`config.mk`:
```
export PLATFORM = sky130hd
export DESIGN_NAME = cmd_slot_tracker
export DESIGN_NICKNAME = d
export VERILOG_FILES = /design/src/rtl/slot_trk_pkg.sv /design/src/rtl/slot_lowest.sv /design/src/rtl/slot_dispatch.sv /design/src/rtl/cmd_slot_tracker.sv
export SDC_FILE = /design/constraint.sdc
export NUM_CORES = 1
export LEC_CHECK = 0
export CAP_MARGIN = 0
export CORE_UTILIZATION = 50
export CTS_BUF_LIST = sky130_fd_sc_hd__clkbuf_8
export CTS_CLUSTER_DIAMETER = 40
export DETAILED_ROUTE_END_ITERATION = 6
export DONT_BUFFER_PORTS = 1
export PLACE_DENSITY = 0.75
export SYNTH_ARGS = -nofsm -noshare
export SYNTH_HDL_FRONTEND = slang
export SYNTH_SLANG_ARGS = --single-unit
export TNS_END_PERCENT = 5
```
`constraint.sdc`:
```
create_clock -name clk -period 4.3 [get_ports clk]
set_clock_uncertainty 0.2 [all_clocks]
set_input_delay 0 -clock clk [delete_from_list [all_inputs] [get_ports clk]]
set_output_delay 0 -clock clk [all_outputs]
set_load 0.01 [all_outputs]
```
`src/rtl/slot_trk_pkg.sv`:
```
package slot_trk_pkg;
  typedef enum logic [2:0] {
    A_CAP    = 3'd0,
    A_ISSUE  = 3'd1,
    A_ACTIVE = 3'd2,
    A_STATUS = 3'd3,
    A_ENABLE = 3'd4,
    A_FREE   = 3'd5
  } reg_addr_e;

  typedef enum logic [1:0] {
    D_IDLE,
    D_OFFER,
    D_BUSY
  } disp_state_e;

  localparam int ST_DONE = 0;
  localparam int ST_TFE  = 1;
  localparam int ST_W    = 2;
endpackage

```
`src/rtl/slot_lowest.sv`:
```
module slot_lowest #(
  parameter int N  = 8,
  parameter int IW = 3
) (
  input  logic [N-1:0]  vec,
  output logic [IW-1:0] idx,
  output logic          any
);
  always_comb begin
    idx = '0;
    any = |vec;
    for (int i = N - 1; i >= 0; i--) begin
      if (vec[i]) idx = IW'(i);
    end
  end
endmodule

```
`src/rtl/slot_dispatch.sv`:
```
module slot_dispatch
  import slot_trk_pkg::*;
#(
  parameter int N  = 8,
  parameter int IW = 3
) (
  input  logic          clk,
  input  logic          rst,
  input  logic [N-1:0]  pend,
  input  logic          halt,
  input  logic          disp_ready,
  input  logic          done_ok,
  input  logic          done_err,
  output logic          disp_valid,
  output logic [IW-1:0] disp_slot,
  output logic          ok_pulse,
  output logic          err_pulse,
  output logic [N-1:0]  clr_mask
);
  disp_state_e   state_q;
  logic [IW-1:0] pick_idx;
  logic          pick_any;

  slot_lowest #(.N(N), .IW(IW)) u_pick (
    .vec (pend),
    .idx (pick_idx),
    .any (pick_any)
  );

  assign ok_pulse  = (state_q == D_BUSY) && done_ok;
  assign err_pulse = (state_q == D_BUSY) && done_err && !done_ok;
  assign clr_mask  = ok_pulse ? (N'(1) << disp_slot) : '0;

  always_ff @(posedge clk) begin
    if (rst) begin
      state_q    <= D_IDLE;
      disp_valid <= 1'b0;
      disp_slot  <= '0;
    end else begin
      case (state_q)
        D_IDLE: if (pick_any && !halt) begin
          state_q    <= D_OFFER;
          disp_valid <= 1'b1;
          disp_slot  <= pick_idx;
        end
        D_OFFER: if (disp_ready) begin
          state_q    <= D_BUSY;
          disp_valid <= 1'b0;
        end
        D_BUSY: if (done_ok || done_err) state_q <= D_IDLE;
        default: state_q <= D_IDLE;
      endcase
    end
  end

  // an offer is held unchanged until accepted
  p_hold_offer_r3: assert property (@(posedge clk) disable iff (rst)
    disp_valid && !disp_ready |=> disp_valid && $stable(disp_slot));
endmodule

```
`src/rtl/cmd_slot_tracker.sv`:
```
module cmd_slot_tracker
  import slot_trk_pkg::*;
#(
  parameter int NUM_SLOTS = 8,
  parameter int SLOT_W    = (NUM_SLOTS > 1) ? $clog2(NUM_SLOTS) : 1
) (
  input  logic                 clk,
  input  logic                 rst,
  input  logic                 reg_we,
  input  logic [2:0]           reg_addr,
  input  logic [31:0]          reg_wdata,
  output logic [31:0]          reg_rdata,
  input  logic [NUM_SLOTS-1:0] act_clr,
  output logic                 disp_valid,
  output logic [SLOT_W-1:0]    disp_slot,
  input  logic                 disp_ready,
  input  logic                 done_ok,
  input  logic                 done_err,
  output logic                 irq
);
  localparam int N = NUM_SLOTS;
  localparam logic [4:0] CAP_NS = 5'(N - 1);

  logic [N-1:0]    issue_q, act_q, clr_mask, wmask, free_vec, low_below;
  logic [ST_W-1:0] ists_q, ie_q;
  logic            ok_pulse, err_pulse, free_any;
  logic [SLOT_W-1:0] free_idx;
  logic            wr_iss, wr_act, wr_st, wr_ie;

  assign wmask  = reg_wdata[N-1:0];
  assign wr_iss = reg_we && (reg_addr == A_ISSUE);
  assign wr_act = reg_we && (reg_addr == A_ACTIVE);
  assign wr_st  = reg_we && (reg_addr == A_STATUS);
  assign wr_ie  = reg_we && (reg_addr == A_ENABLE);

  slot_dispatch #(.N(N), .IW(SLOT_W)) u_disp (
    .clk        (clk),
    .rst        (rst),
    .pend       (issue_q),
    .halt       (ists_q[ST_TFE]),
    .disp_ready (disp_ready),
    .done_ok    (done_ok),
    .done_err   (done_err),
    .disp_valid (disp_valid),
    .disp_slot  (disp_slot),
    .ok_pulse   (ok_pulse),
    .err_pulse  (err_pulse),
    .clr_mask   (clr_mask)
  );

  assign free_vec = ~(issue_q | act_q);

  slot_lowest #(.N(N), .IW(SLOT_W)) u_free (
    .vec (free_vec),
    .idx (free_idx),
    .any (free_any)
  );

  always_ff @(posedge clk) begin
    if (rst) begin
      issue_q   <= '0;
      act_q     <= '0;
      ists_q    <= '0;
      ie_q      <= '0;
      irq       <= 1'b0;
      reg_rdata <= '0;
    end else begin
      issue_q <= (issue_q & ~clr_mask) | (wr_iss ? wmask : '0);
      act_q   <= (act_q & ~act_clr) | (wr_act ? wmask : '0);
      ists_q  <= (ists_q & ~(wr_st ? reg_wdata[ST_W-1:0] : '0))
               | {err_pulse, ok_pulse};
      if (wr_ie) ie_q <= reg_wdata[ST_W-1:0];
      irq <= |(ists_q & ie_q);
      case (reg_addr)
        A_CAP:    reg_rdata <= 32'(CAP_NS);
        A_ISSUE:  reg_rdata <= 32'(issue_q);
        A_ACTIVE: reg_rdata <= 32'(act_q);
        A_STATUS: reg_rdata <= 32'(ists_q);
        A_ENABLE: reg_rdata <= 32'(ie_q);
        A_FREE:   reg_rdata <= free_any ? 32'(free_idx) : 32'h8000_0000;
        default:  reg_rdata <= '0;
      endcase
    end
  end

  assign low_below = (N'(1) << disp_slot) - N'(1);

  // a fresh offer names an issued slot with no lower issued slot
  p_offer_lowest_r3: assert property (@(posedge clk) disable iff (rst)
    $rose(disp_valid) |-> (($past(issue_q) & low_below) == '0) && issue_q[disp_slot]);

  // success clears the outstanding slot's issue bit
  p_ok_clears_r4: assert property (@(posedge clk) disable iff (rst)
    ok_pulse && !(wr_iss && reg_wdata[disp_slot]) |=> !issue_q[$past(disp_slot)] && ists_q[ST_DONE]);

  // error keeps the issue bit and flags the status
  p_err_keeps_r5: assert property (@(posedge clk) disable iff (rst)
    err_pulse |=> issue_q[$past(disp_slot)] && ists_q[ST_TFE]);

  // no offer starts while the error flag is pending
  p_halt_r5: assert property (@(posedge clk) disable iff (rst)
    $rose(disp_valid) |-> !$past(ists_q[ST_TFE]));
endmodule

```
[Yosys cells after proc, flatten, opt, wreduce, memory -nomap -nowiden]
Cells that the tools add are included.
Word-level totals
  register bits: 59
  input bits: 49
  output and inout port bits: 37
Operators by class
  equality and inequality tests: 10
  shift operators: 1
  muxes and demuxes: 29
  bitwise logic cells: 12
  reductions and logical operators: 20
Operators with widths (count)
  $pmux 32 s6: 1
  $mux 3: 16
  $mux 32: 1
  $mux 8: 3
  $not 8->8: 3
  $or 8x8->8: 3
  $and 8x8->8: 2
  $reduce_or 8->1: 2
  $logic_and 1x1->1: 8
  $mux 2: 4
  $shl 1x3->8 const A: 1
  $eq 3x2->1 const B: 2
  $eq 3x3->1 const B: 2
  $pmux 2 s3: 1
  $reduce_and 3->1: 2
  $and 2x2->2: 2
  $ne 2x2->1 const B: 2
  $eq 3x1->1 const B: 1
  $logic_not 3->1: 1
  $eq 2x1->1 const B: 1
  $eq 2x2->1 const B: 1
  $logic_not 1->1: 2
  $logic_not 2->1: 1
  $mux 1: 2
  8 further kinds: 8

[Logic depth before layout (Yosys ltp)]
  word-level depth: 12
  mapped depth: 5

[Hierarchy]
From an unflattened synthesis, not the netlist that was laid out.
Unflattened totals
  cells, all modules: 223
  area total of the unflattened synthesis: 1929.4 sq um
By module, submodules not included
  cmd_slot_tracker: times used 1, cells an instance 156, area an instance 1400.1 sq um
  slot_dispatch: times used 1, cells an instance 41, area an instance 366.6 sq um
  slot_lowest: times used 2, cells an instance 13, area an instance 81.3 sq um

[Least setup slack after synthesis]
OpenSTA, ideal clock, no wires.
  path kind: reg-to-reg
  from: register issue_q[5]
  to: register u_disp.disp_slot[1]
  setup time: 134 ps
  arrival time: 1253 ps
  data required time: 3966 ps
  slack: 2713 ps
  cell stages (with the launch flop): 5
  path through: dfxtp_1 > or4_4 > o21ai_4 > a2111o_1 > a21oi_1
Between the ends
  longest elaborated chain between the ends: 6
Ends and longest elaborated chain
  from (decl): RTL line cmd_slot_tracker.sv:24  | logic [N-1:0] issue_q, act_q, clr_mask, wmask, free_vec, low_below;
  from (signal assigned): RTL line cmd_slot_tracker.sv:68  | issue_q <= (issue_q & ~clr_mask) | (wr_iss ? wmask : '0);
  $mux 3 (6 in series): RTL line slot_lowest.sv:13  | if (vec[i]) idx = IW'(i);
  to (signal assigned): RTL line slot_dispatch.sv:44  | disp_slot <= pick_idx;
  to (decl): RTL line slot_dispatch.sv:15  | output logic [IW-1:0] disp_slot,
Several ways; a longest one is shown, not always the timed one.
A chain may end at the register's enable or synchronous reset.

[Worst setup path in the final report]
  from: register u_disp.state_q[0]
  to: register u_disp.state_q[1]
Between the ends
  longest elaborated chain between the ends: 3
Ends and longest elaborated chain
  from (decl): RTL line slot_dispatch.sv:20  | disp_state_e state_q;
  from (signal assigned): RTL line slot_dispatch.sv:36  | state_q <= D_IDLE;
  from (signal assigned): RTL line slot_dispatch.sv:42  | state_q <= D_OFFER;
  from (signal assigned): RTL line slot_dispatch.sv:47  | state_q <= D_BUSY;
  $eq 2x2->1, or another cell as far along: RTL line slot_dispatch.sv:40  | case (state_q)
  $ne 2x2->1 (no source line) / $ne 2x1->1 (equally long branches)
  $reduce_and 3->1 (no source line)
Several ways; a longest one is shown, not always the timed one.

==> flow_summary.toml <==
[sta]
setup_viol = 0
worstMarginPinSlew_ns = 0.500
drv_slew = 0
min_period_ns = 2.76
hold_ws_ns = 0.0306
tns_ns = 0
rsz0062_at_grt = "no"
period_share = 0.641
max-slew-margin-rel = 0.665
clock.fmax_ghz = 0.363
fin_ws_ns = 1.54
hold_viol = 0

[critical_path]
crit_type = "reg2reg"
timing.rr.start = "u_disp.state_q[0]"
worstPathCellList = "nor3_1, dlygate4sd3_1, a21oi_1, dlygate4sd3_1, nor2_1, dlygate4sd3_1"
crit_fanout = 8
ff2ff_path_depth = 6
crit_path_frequent_cell = "dlygate4sd3_1"
reg2reg_slack_ns = 1.54
start_kind = "register"
r2r-end = "u_disp.state_q[1]"
required_ns = 4.27
end_kind = "register"
critPathSlowestCell = "dlygate4sd3_1"
worst-endpoint-arrival_ns = 2.73
slowest_delay_ns = 0.57

[placement]
numPortBuffers = 0
place.gp.congestion = 0.782
post-place-ws_ns = 2.63
place_hpwl_um = 2750

[power]
switching_share = 0.263
p_sw_w = 0.000176
peakVddDrop_mv = 0.155
pwr-share-seq = 0.530
power_w = 0.000670
comb_power_share = 0.135
leakage_nw = 0.878
pwr-share-clk = 0.335
p_per_area_nw_per_um2 = 289
p_int_w = 0.000493

[synthesis]
ys_warn_count = 0
synth_cells = 226
synth-async-reset-ratio = 0
synth-seq-cells = 36
syn_area_per_cell_um2 = 8.14
synthTopCellsByArea = "dfxtp_1 39%, buf_4 9.4%, a21oi_1 7.1%"
synth_commonest_cells = "36 x dfxtp_1, 29 x nor2_1, 26 x a21oi_1"
synth_area_um2 = 1840
synth_edf_count = 0
yosys_most_used_dff = "dfxtp_1"
yosysTopAreaCell = "dfxtp_1"
yosysTopAreaCellShare = 0.392
yosysSeqAreaShare = 0.392
synth_most_common_cell = "dfxtp_1"
synthDistinctLibCells = 40

[grt]
antenna_found_initial = 0
grt_pass1_wl_um = 7560
track_usage = 0.245
grt_pass1_vias = 1668
gr-total-overflow = 0
grt_max_degree = 36

[drt]
drtIter0Drc = 104
ant_nets = 0
vias_per_cell = 5.37
num_vias = 1698
wl_per_cell_um = 14.0
wirelength_um = 4420
drc = 0
first_pass_iters = 4

[final_layout]
fin_util = 0.673
syn2layout_area_growth_pct = 25.9
fillers = 295
nets = 319
multi_input_area_um2 = 977
diodes = 0
seq_area_um2 = 721
drive_gt1_frac = 0.0630

[clock_tree]
insertion_delay_ns = 0.29
cts_root_buffer = "clkbuf_8"
cts_tree = "built"
cts_num_sinks = 36
cts.path.max_buffers = 2
clkSlewWorstSetupHoldPaths_ns = 0.07
htreeDepth = 2
numCtsBuffers = 5

[floorplan]
io_pins = 86
fp.dieH_um = 62.7
num_rows = 21
dieArea_um2 = 3930
core_um2 = 3440
start_util = 0.534
fp.dieW_um = 62.7

[hold_path]
min_path_cells = 3
min_to = "reg_rdata[1]"
holdCritPathClass = "in2reg"
hp-start = "reg_addr[2]"

[status]
status = "finished clean"

[flow_run]
max-cap-violations = 0
-- through the flow --
step,area (um^2),std cells
2_1_floorplan,1920,248
3_3_place_gp,1780,264
3_5_place_dp,1780,264
4_1_cts,2320,316
5_1_grt,2320,316
6_report,2320,316
-- per-layer routing --
layer,GRT usage,vias up,part of all wire
met5,0,-,0
met4,0.110,0,0.018
met3,0.0657,10,0.044
met2,0.410,50,0.48
met1,0.292,801,0.46
li1,-,837,-
-- placed cells by master (no fill, tap or decap), types with 4 or more instances in the layout --
cell            n
a211oi_1        4
a21oi_1        26
a22oi_1         7
clkbuf_8        5
conb_1         23
dfxtp_1        36
dlygate4sd3_1  44
inv_1           7
nand2_1        17
nand2b_1        4
nor2_1         29
nor2b_1        13
nor3_1          8
o21ai_0        11
o22ai_1         4
-- flip-flops by register name, summed over array words and instances, names as in the netlist --
register           cells
issue_q                8
irq                    1
u_disp.state_q         2
u_disp.disp_slot       3
reg_rdata              9
ie_q                   2
ists_q                 2
act_q                  8
u_disp.disp_valid      1
-- worst max path at each step --
stage / slack (ns) / start / cells past startpoint / endpoint
global placement: 2.63 / issue_q[5] / 4 / u_disp.disp_slot[1]
finish: 1.54 / u_disp.state_q[0] / 6 / u_disp.state_q[1]
global route: 1.41 / u_disp.state_q[0] / 6 / u_disp.state_q[1]
CTS: 1.58 / u_disp.state_q[0] / 6 / u_disp.state_q[1]
detailed placement: 2.63 / issue_q[5] / 4 / u_disp.disp_slot[1]
floorplan: 2.71 / issue_q[5] / 4 / u_disp.disp_slot[1]
-- power groups by stage --
stage | combinational (W) | clock, W | sequential, W
global route | 0.0000986 | 0.000246 | 0.000357
global placement | 0.0000491 | 0 | 0.000362
CTS | 0.0000879 | 0.000227 | 0.000355
finish | 0.0000903 | 0.000224 | 0.000355
floorplan | 0.0000668 | 0 | 0.000359
detailed placement | 0.0000500 | 0 | 0.000362
-- worst max-delay path, delay by kind of cell (launching register included) --
family / cells / cell delay [ns]
buffers and inverters: 3 / 1.68
DFF: 1 / 0.50
and+or+nand+nor: 2 / 0.14
AOI/OAI and AO/OA: 1 / 0.13
-- cell type report --
type | count | area share
inverter | 6 | 0.00972
tap | 46 | 0.0249
clock inverter | 2 | 0.00378
sequential | 36 | 0.311
clock buffer | 5 | 0.0297
multi-input combinational | 176 | 0.422
timing repair buffer | 45 | 0.199
-- logic make-up after synthesis --
group / synth area share
buffers and inverters: 0.122
muxes: 0.0122
AOI/OAI and AO/OA: 0.224
DFF: 0.392
and+or+nand+nor: 0.248
other: 0.00204
-- timing repair --
| item | in CTS | in global routing |
|---|---|---|
| hold buffers | 45 | 0 |
| endpoints found under the hold margin | 36 | 0 |
| gates resized for setup | 0 | 0 |
| buffers inserted | 0 | 0 |
Power figures use the tool's default switching activity.
